===== src/rtl/dot_chain_pkg.sv =====
package dot_chain_pkg;

   // Width of the running total: full product width plus growth for N terms.
   function automatic int acc_width(input int n, input int w);
      return 2 * w + $clog2(n);
   endfunction

   // Width of one packed operand bus.
   function automatic int bus_width(input int n, input int w);
      return n * w;
   endfunction

endpackage


===== src/rtl/dot_chain_dly.sv =====
// Fixed-length register chain used for operand skew and valid alignment.
module dot_chain_dly #(
   parameter int WIDTH = 8,
   parameter int DEPTH = 1
) (
   input  logic             clk,
   input  logic             rst,
   input  logic [WIDTH-1:0] d,
   output logic [WIDTH-1:0] q
);

   if (DEPTH < 1) begin : g_bad_depth
      $error("dot_chain_dly: DEPTH must be at least 1");
   end
   if (WIDTH < 1) begin : g_bad_width
      $error("dot_chain_dly: WIDTH must be at least 1");
   end

   logic [WIDTH-1:0] tap [DEPTH];

   always_ff @(posedge clk) begin
      if (rst) tap[0] <= '0;
      else     tap[0] <= d;
   end

   for (genvar s = 1; s < DEPTH; s++) begin : g_tap
      always_ff @(posedge clk) begin
         if (rst) tap[s] <= '0;
         else     tap[s] <= tap[s-1];
      end
   end

   assign q = tap[DEPTH-1];

endmodule


===== src/rtl/dot_chain_stage.sv =====
// One link of the cascade: registered (carry_in + a*b).
module dot_chain_stage #(
   parameter int W     = 8,
   parameter int ACC_W = 18
) (
   input  logic                    clk,
   input  logic                    rst,
   input  logic signed [W-1:0]     a,
   input  logic signed [W-1:0]     b,
   input  logic signed [ACC_W-1:0] carry_in,
   output logic signed [ACC_W-1:0] carry_out
);

   localparam int PROD_W = 2 * W;

   if (ACC_W < PROD_W) begin : g_bad_acc
      $error("dot_chain_stage: ACC_W narrower than product");
   end

   logic signed [PROD_W-1:0] prod;
   logic signed [ACC_W-1:0]  prod_ext;
   logic signed [ACC_W-1:0]  total;

   always_comb begin
      prod     = a * b;
      prod_ext = ACC_W'(prod);
      total    = carry_in + prod_ext;
   end

   always_ff @(posedge clk) begin
      if (rst) carry_out <= '0;
      else     carry_out <= total;
   end

endmodule


===== src/rtl/dot_chain.sv =====
// Cascaded signed dot product, one vector per cycle.
module dot_chain #(
   parameter int  N       = 4,
   parameter int  W       = 8,
   parameter bit  OUT_REG = 1'b0,
   localparam int ACC_W   = dot_chain_pkg::acc_width(N, W),
   localparam int BUS_W   = dot_chain_pkg::bus_width(N, W)
) (
   input  logic             clk,
   input  logic             rst,
   input  logic             in_valid,
   input  logic [BUS_W-1:0] x_flat,
   input  logic [BUS_W-1:0] y_flat,
   output logic             out_valid,
   output logic [ACC_W-1:0] sum
);

   localparam int LAT = N + (OUT_REG ? 1 : 0);

   if (N < 1) begin : g_bad_n
      $error("dot_chain: N must be at least 1");
   end
   if (W < 2) begin : g_bad_w
      $error("dot_chain: W must be at least 2");
   end

   logic signed [ACC_W-1:0] part_sum [N];

   for (genvar k = 0; k < N; k++) begin : g_lane
      logic [2*W-1:0] pair_now;
      logic [2*W-1:0] pair_skew;
      logic signed [ACC_W-1:0] carry;

      assign pair_now = {x_flat[k*W +: W], y_flat[k*W +: W]};

      if (k == 0) begin : g_head
         assign pair_skew = pair_now;
         assign carry     = '0;
      end else begin : g_tail
         dot_chain_dly #(
            .WIDTH (2 * W),
            .DEPTH (k)
         ) u_skew (
            .clk (clk),
            .rst (rst),
            .d   (pair_now),
            .q   (pair_skew)
         );
         assign carry = part_sum[k-1];
      end

      dot_chain_stage #(
         .W     (W),
         .ACC_W (ACC_W)
      ) u_stage (
         .clk       (clk),
         .rst       (rst),
         .a         (pair_skew[2*W-1:W]),
         .b         (pair_skew[W-1:0]),
         .carry_in  (carry),
         .carry_out (part_sum[k])
      );
   end

   dot_chain_dly #(
      .WIDTH (1),
      .DEPTH (LAT)
   ) u_vld (
      .clk (clk),
      .rst (rst),
      .d   (in_valid),
      .q   (out_valid)
   );

   if (OUT_REG) begin : g_oreg
      logic [ACC_W-1:0] sum_q;
      always_ff @(posedge clk) begin
         if (rst) sum_q <= '0;
         else     sum_q <= part_sum[N-1];
      end
      assign sum = sum_q;
   end else begin : g_ocomb
      assign sum = part_sum[N-1];
   end

endmodule


===== config.mk =====
export PLATFORM = sky130hd
export DESIGN_NAME = dot_chain
export DESIGN_NICKNAME = d
export VERILOG_FILES = /design/src/rtl/dot_chain_pkg.sv /design/src/rtl/dot_chain_dly.sv /design/src/rtl/dot_chain_stage.sv /design/src/rtl/dot_chain.sv
export SDC_FILE = /design/constraint.sdc
export NUM_CORES = 1
export LEC_CHECK = 0
export ABC_AREA = 1
export BUFFER_PORTS_ARGS = -buffer_cell sky130_fd_sc_hd__clkbuf_2
export CORE_UTILIZATION = 30
export CTS_CLUSTER_SIZE = 20
export DETAILED_ROUTE_END_ITERATION = 8
export PLACE_DENSITY = 0.48
export SYNTH_ARGS = -nofsm -noshare
export SYNTH_HDL_FRONTEND = slang
export SYNTH_SLANG_ARGS = --single-unit

===== constraint.sdc =====
create_clock -name clk -period 10.2 [get_ports clk]
set_input_delay 0.51 -clock clk [delete_from_list [all_inputs] [get_ports clk]]
set_output_delay 0.51 -clock clk [all_outputs]
set_load 0.03 [all_outputs]

After elaboration in Yosys (flattened, before gate mapping) --
Memories as Yosys holds them, arrays and structs flattened. Index checks and enable logic that the tools add are counted.
Word-level totals: memory bits (writable) 100, input port bits 67, bits in registers 70, memories kept 4, output and inout bits 19
Memories:
- g_lane[3].g_tail.u_skew.tap | words 3, width 16, rd ports 3, clocked after memory_dff 0, write ports 3, RTL line dot_chain_dly.sv:19 | logic [WIDTH-1:0] tap [DEPTH];
- g_lane[2].g_tail.u_skew.tap | words 2, width 16, rd ports 2, clocked after memory_dff 0, write ports 2, RTL line dot_chain_dly.sv:19
- g_lane[1].g_tail.u_skew.tap | words 1, width 16, rd ports 1, clocked after memory_dff 0, write ports 1, RTL line dot_chain_dly.sv:19
- u_vld.tap | words 4, width 1, rd ports 4, clocked after memory_dff 0, write ports 4, RTL line dot_chain_dly.sv:19
Cells by class: add/subtract/negate cells 3, multiplexer cells 14, reduce and logical (&&, ||, !) cells 1, bitwise operators 9, $mul 4
Operators with widths (count):
- 16-bit 2-to-1 mux | 6
- 8-bit by 8-bit multiplier with 16-bit output | 4
- 18-bit by 16-bit adder with 18-bit output | 2
- 16-bit by 16-bit adder with 17-bit output | 1
- 16-bit OR reduction | 1
- 1-bit OR | 9
- 1-bit 2-to-1 mux | 8

Depth between registers and ports, before layout --
depth in word-level cells 3, gate-level depth with buffers 22, depth with buffers taken out 21

Cells and area by module --
Synthesis repeated with hierarchy kept, for this count alone.
Unflattened totals: cells, all modules 2351, area total of the unflattened synthesis 18871.8 um^2
Modules (own cells, without submodules):
- dot_chain_stage (g_lane[3].u_stage) | cells each 527, area each 4048.9 um^2, seq. area each 360.3 um^2, instances 1
- dot_chain_stage (g_lane[0].u_stage) | cells each 520, area each 4020.1 um^2, seq. area each 360.3 um^2, instances 1
- dot_chain_stage (g_lane[2].u_stage) | cells each 498, area each 3975.1 um^2, seq. area each 360.3 um^2, instances 1
- dot_chain_stage (g_lane[1].u_stage) | cells each 495, area each 3960.0 um^2, seq. area each 360.3 um^2, instances 1
- dot_chain_dly (g_lane[3].g_tail.u_skew) | cells each 149, area each 1365.1 um^2, seq. area each 960.9 um^2, instances 1
- dot_chain_dly (g_lane[2].g_tail.u_skew) | cells each 99, area each 914.6 um^2, seq. area each 640.6 um^2, instances 1
- dot_chain_dly (g_lane[1].g_tail.u_skew) | cells each 50, area each 474.2 um^2, seq. area each 320.3 um^2, instances 1
- dot_chain_dly (u_vld) | cells each 12, area each 110.1 um^2, seq. area each 80.1 um^2, instances 1
- dot_chain | cells each 1, area each 3.8 um^2, seq. area each 0.0 um^2, instances 1

Worst setup path before layout --
Ideal clock, no wire load.
path kind register to register, start mem g_lane[2].g_tail.u_skew.tap[1][0] (netlist bit), end reg g_lane[2].u_stage.carry_out[17], required time 10.087 ns, library setup time 0.113 ns, stages on the path, launching flop included 20, path slack 5.850 ns, arrival time 4.238 ns, buffers on the path 1, cell sequence dfxtp_1 clkbuf_1 nand2_1 inv_1 fa_1 fa_1 fa_1 inv_1 fa_1 inv_1 ha_1 ha_1 nand2_1 nor2_1 and2_1 nand2_1 nand2_1 nand2_1 nand2_1 nor2_1
RTL lines:
- start, declared | RTL line dot_chain_dly.sv:19
- end signal, assigned | RTL line dot_chain_stage.sv:32 | else carry_out <= total;
- end, declared | RTL line dot_chain_stage.sv:11 | output logic signed [ACC_W-1:0] carry_out

==> results by group <==
Status
  • Status: complete, no violations

Routing
  • DRT iter0 DRCs: 479
  • DR pass1 iterations: 5
  • Detail Route Antenna Nets: 0
  • Vias: about 12,000
  • Vias/cell: 4.150
  • Drt wl/cell: 11.87 um
  • Total Routed Length: 35,070 um
  • DRC errors left: 0

Setup path
  • RR Startpoint: g_lane[3].g_tail.u_skew.tap[2][0]
  • Max incr delay on CP: 0.57 ns
  • Most frequent CP cell: nand2_1
  • CP required: 10.55 ns
  • Crit-path cells: nand2_1, inv_1, fa_1, fa_1, fa_1, fa_1, ha_1, ha_1, nand2_1, nor2_1, and2_2, nand2_1, nand2_1, nand3_1, nand2_1, nor2_1
  • CP Max Fanout: 10
  • Reg2reg path depth: 16
  • CP Buf/Inv Count: 1
  • Delay-heaviest family, CP: adder cells
  • Worst setup EP type: flip-flop
  • Crit-path slowest cell: fa_1
  • Register-to-register setup slack: 5.53 ns
  • Critical path arrival: 5.02 ns
  • Critical setup path kind: reg2reg
  • CP startpoint kind: flip-flop
  • Worst r2r dst: g_lane[3].u_stage.carry_out[17]

CTS
  • CTS buffer count: 17
  • CTS tree: yes
  • CTS Hold Bufs: 0
  • Maximum clock path buffer count: 2
  • CTS root buf: clkbuf_16
  • Total setup buffers inserted after CTS: 0
  • Cts repair resizes: 0
  • H-tree Lvls: 4
  • Worst-path clk slew: 0.08 ns
  • Worst-Skew Late Latency: roughly 0.45 ns
  • Clk sinks: 169

Synthesis
  • Synth Register Bits: 169
  • Post-Syn Instances: 2,159
  • Mapped cell area: 17,350 um^2
  • Sequential element share of the synthesized area: 19.50%
  • Syn avg cell area: 8.038 um^2
  • Netlist cell types: 35
  • Synth warn: 0
  • Syn nets: between 2,000 and 3,000

Die
  • Initial core utilization: 30.54%
  • Top Ports: 86
  • Core area: 56,820 um^2
  • Cell Rows: 87
  • Die width: 242.5 um
  • Die area: 58,810 um^2
  • Chip height: 242.5 um

Global routing
  • Met1 GRT Util: 15.63%
  • Vias in the first global route: 13,600
  • First-pass GRT wire length: about 63,000 um
  • Global Route met3 Usage: 2.005%
  • GRT busiest layer: met2
  • Largest net degree at the start of global routing: just under 90
  • Met2 usage: 24.30%
  • Global-route usage over all layers: 13.00%
  • Antenna violations before repair: 1
  • Gr ovfl total: 0

Placement
  • Global placement routability congestion: 0.8840
  • Port bufs: 85
  • Setup WS pre-CTS: 5.526 ns
  • Post-DP HPWL: 30,020 um

Cells and area
  • Total Nets Final: 2,695
  • Layout fillers: 6,073
  • Layout cell share with drive strength beyond 1: 6.415%
  • Multi-input gate area: 11,310 um^2
  • Synthesis-to-layout area growth: 9.740%
  • Area occupied by registers: 3383 um^2
  • # diodes: 0
  • Final core occ: 33.52%

STA
  • Max Slew Vio Count: 0
  • Minimum clock period: 4.666 ns
  • Unrepaired setup endpoints after global routing: no
  • Skew final: about 0.012 ns
  • # setup viols final: 0
  • Slew HR: 45.18%
  • Final period utilization: between 40% and 50%
  • Slew @ Worst Pin: 0.8222 ns
  • Maximum achievable frequency: 214.3 MHz
  • TNS Setup: 0 ns
  • Final hold viol count: 0
  • Final WS setup: 5.534 ns

Worst hold path
  • Hold Path Origin: y_flat[14]
  • Hold WC Path Type: in2reg
  • Worst Hold End: g_lane[1].g_tail.u_skew.tap[0][6]
  • Hold Path Cell Cnt: 3

Flow run
  • Max-Cap Viols: 0

Pwr
  • Tot Pwr: slightly above 0.003 W
  • Peak VDD IR: 123.4 uV
  • Leak: ~11 nW
  • Power Density: between 150 and 200 nW/um^2
==> layout make-up <==
class | count | share of cell area [%]
clock inverters | 15 | 1.012
multi-input cells | 1285 | 59.38
repair buffers | 87 | 2.326
inverters | 625 | 12.32
well taps | 756 | 4.967
clock buffers | 17 | 2.234
flip-flops and latches | 169 | 17.76
==> worst max path at each step <==
| stage | startpoint | end | slack [ns] | depth (start not counted) |
|---|---|---|---|---|
| 3_3_place_gp | g_lane[2].g_tail.u_skew.tap[1][0] | g_lane[2].u_stage.carry_out[17] | 5.56 | 18 |
| 6_report | g_lane[3].g_tail.u_skew.tap[2][0] | g_lane[3].u_stage.carry_out[17] | 5.53 | 16 |
| 4_1_cts | g_lane[3].g_tail.u_skew.tap[2][0] | g_lane[3].u_stage.carry_out[17] | 5.49 | 16 |
| 5_1_grt | g_lane[2].g_tail.u_skew.tap[1][0] | g_lane[2].u_stage.carry_out[17] | 5.21 | 18 |
| 3_5_place_dp | g_lane[3].g_tail.u_skew.tap[2][0] | g_lane[3].u_stage.carry_out[17] | 5.53 | 16 |
| 2_1_floorplan | g_lane[2].g_tail.u_skew.tap[1][0] | g_lane[2].u_stage.carry_out[17] | 5.85 | 19 |
==> Yosys cell counts <==
cell type    n  area (um^2)
inv_1      622         2335
or2_2        5        31.28
o211ai_1     1        7.510
o31ai_2      1        12.51
and2_1       1        6.260
nand2_2      7        43.79
ha_1       152         1902
nand3b_1     2        15.01
buf_2       13        65.06
xor2_1       8        70.07
a21oi_1     61        305.3
inv_2        1        3.750
o21ai_1      4        20.02
nor3_1       1        5.000
nor2_1     228        855.8
a31oi_1      1        6.260
nand4_1      1        6.260
o21ai_0     29        145.1
nand3_1     49        245.2
dfxtp_1    169         3383
clkbuf_1    65        244.0
a21oi_2      2        17.52
nor2_2       1        6.260
a21boi_0     3        22.52
a21o_1       4        30.03
xnor2_1      8        70.07
clkinv_1     2        7.510
fa_1       291         5826
o21bai_2     1        11.26
nand2_1    411         1543
and2_2       1        7.510
o21a_1       3        22.52
o21bai_1     6        45.04
buf_1        2        7.510
nand3_2      3        30.03
==> flip-flops by register name (all words and copies together), names as in the netlist <==
name	cells
g_lane.u_stage.carry_out	69
u_vld.tap	4
g_lane.g_tail.u_skew.tap	96
==> per-layer routing <==
layer	up-vias	part of all wire, %
li1	6195	-
met1	5916	46
met2	128	51
met3	20	2.7
met4	0	0.84
met5	-	0
==> cells by family (layout without fill, tap and decap cells) <==
group / after synthesis / after routing / synth area share, %
xor gates and xnor gates: 16 / 16 / 0.8075
buffers and inverters: 705 / 744 / 15.34
DFF: 169 / 169 / 19.50
adders and majority gates: 443 / 443 / 44.53
AOI/OAI and AO/OA: 116 / 116 / 3.720
and+or+nand+nor: 710 / 710 / 16.11
==> power breakdown <==
part           internal (W)  leakage [nW]  switching, W
registers          0.000761          1.40     0.0000676
logic              0.000619          9.57      0.000968
clock network      0.000335         0.296      0.000333
total               0.00171          11.3       0.00137
==> cells in the final DEF (no fill, tap or decap), types with 2 or more instances in the layout <==
cell and count:
inv_6 2, o21a_1 3, a21oi_1 61, a21boi_0 3, clkinv_1 2, nand2_1 411
o21ai_1 4, nand3_1 49, o21ai_0 29, or2_2 5, ha_1 152, a21o_1 4
nor2_1 228, clkbuf_16 17, inv_8 4, clkinv_8 6, nand2_2 7, nand3b_1 2
clkbuf_2 84, xor2_1 8, inv_1 622, a21oi_2 2, buf_4 3, fa_1 291
o21bai_1 6, nand3_2 3, dfxtp_1 169, xnor2_1 8
==> worst reg2reg max path: stages, from the launching register on <==
cell	delay, ns
dfxtp_1	0.49
nand2_1	0.14
inv_1	0.48
fa_1	0.55
fa_1	0.50
fa_1	0.57
fa_1	0.41
ha_1	0.28
ha_1	0.35
nand2_1	0.11
nor2_1	0.20
and2_2	0.18
nand2_1	0.05
nand2_1	0.09
nand3_1	0.07
nand2_1	0.06
nor2_1	0.04
==> stage by stage <==
step / cell area [um^2] / instances / hold WS, ns
CTS: 19040 / 2954 / 0.2084
global placement: 18430 / 2922 / 0.3905
floorplan: 17350 / 2159 / 0.3883
global route: 19040 / 2954 / 0.2222
detailed placement: 18430 / 2922 / 0.3921
finish: 19040 / 2954 / 0.2375
Note: power is estimated with default switching activity, not from simulation.
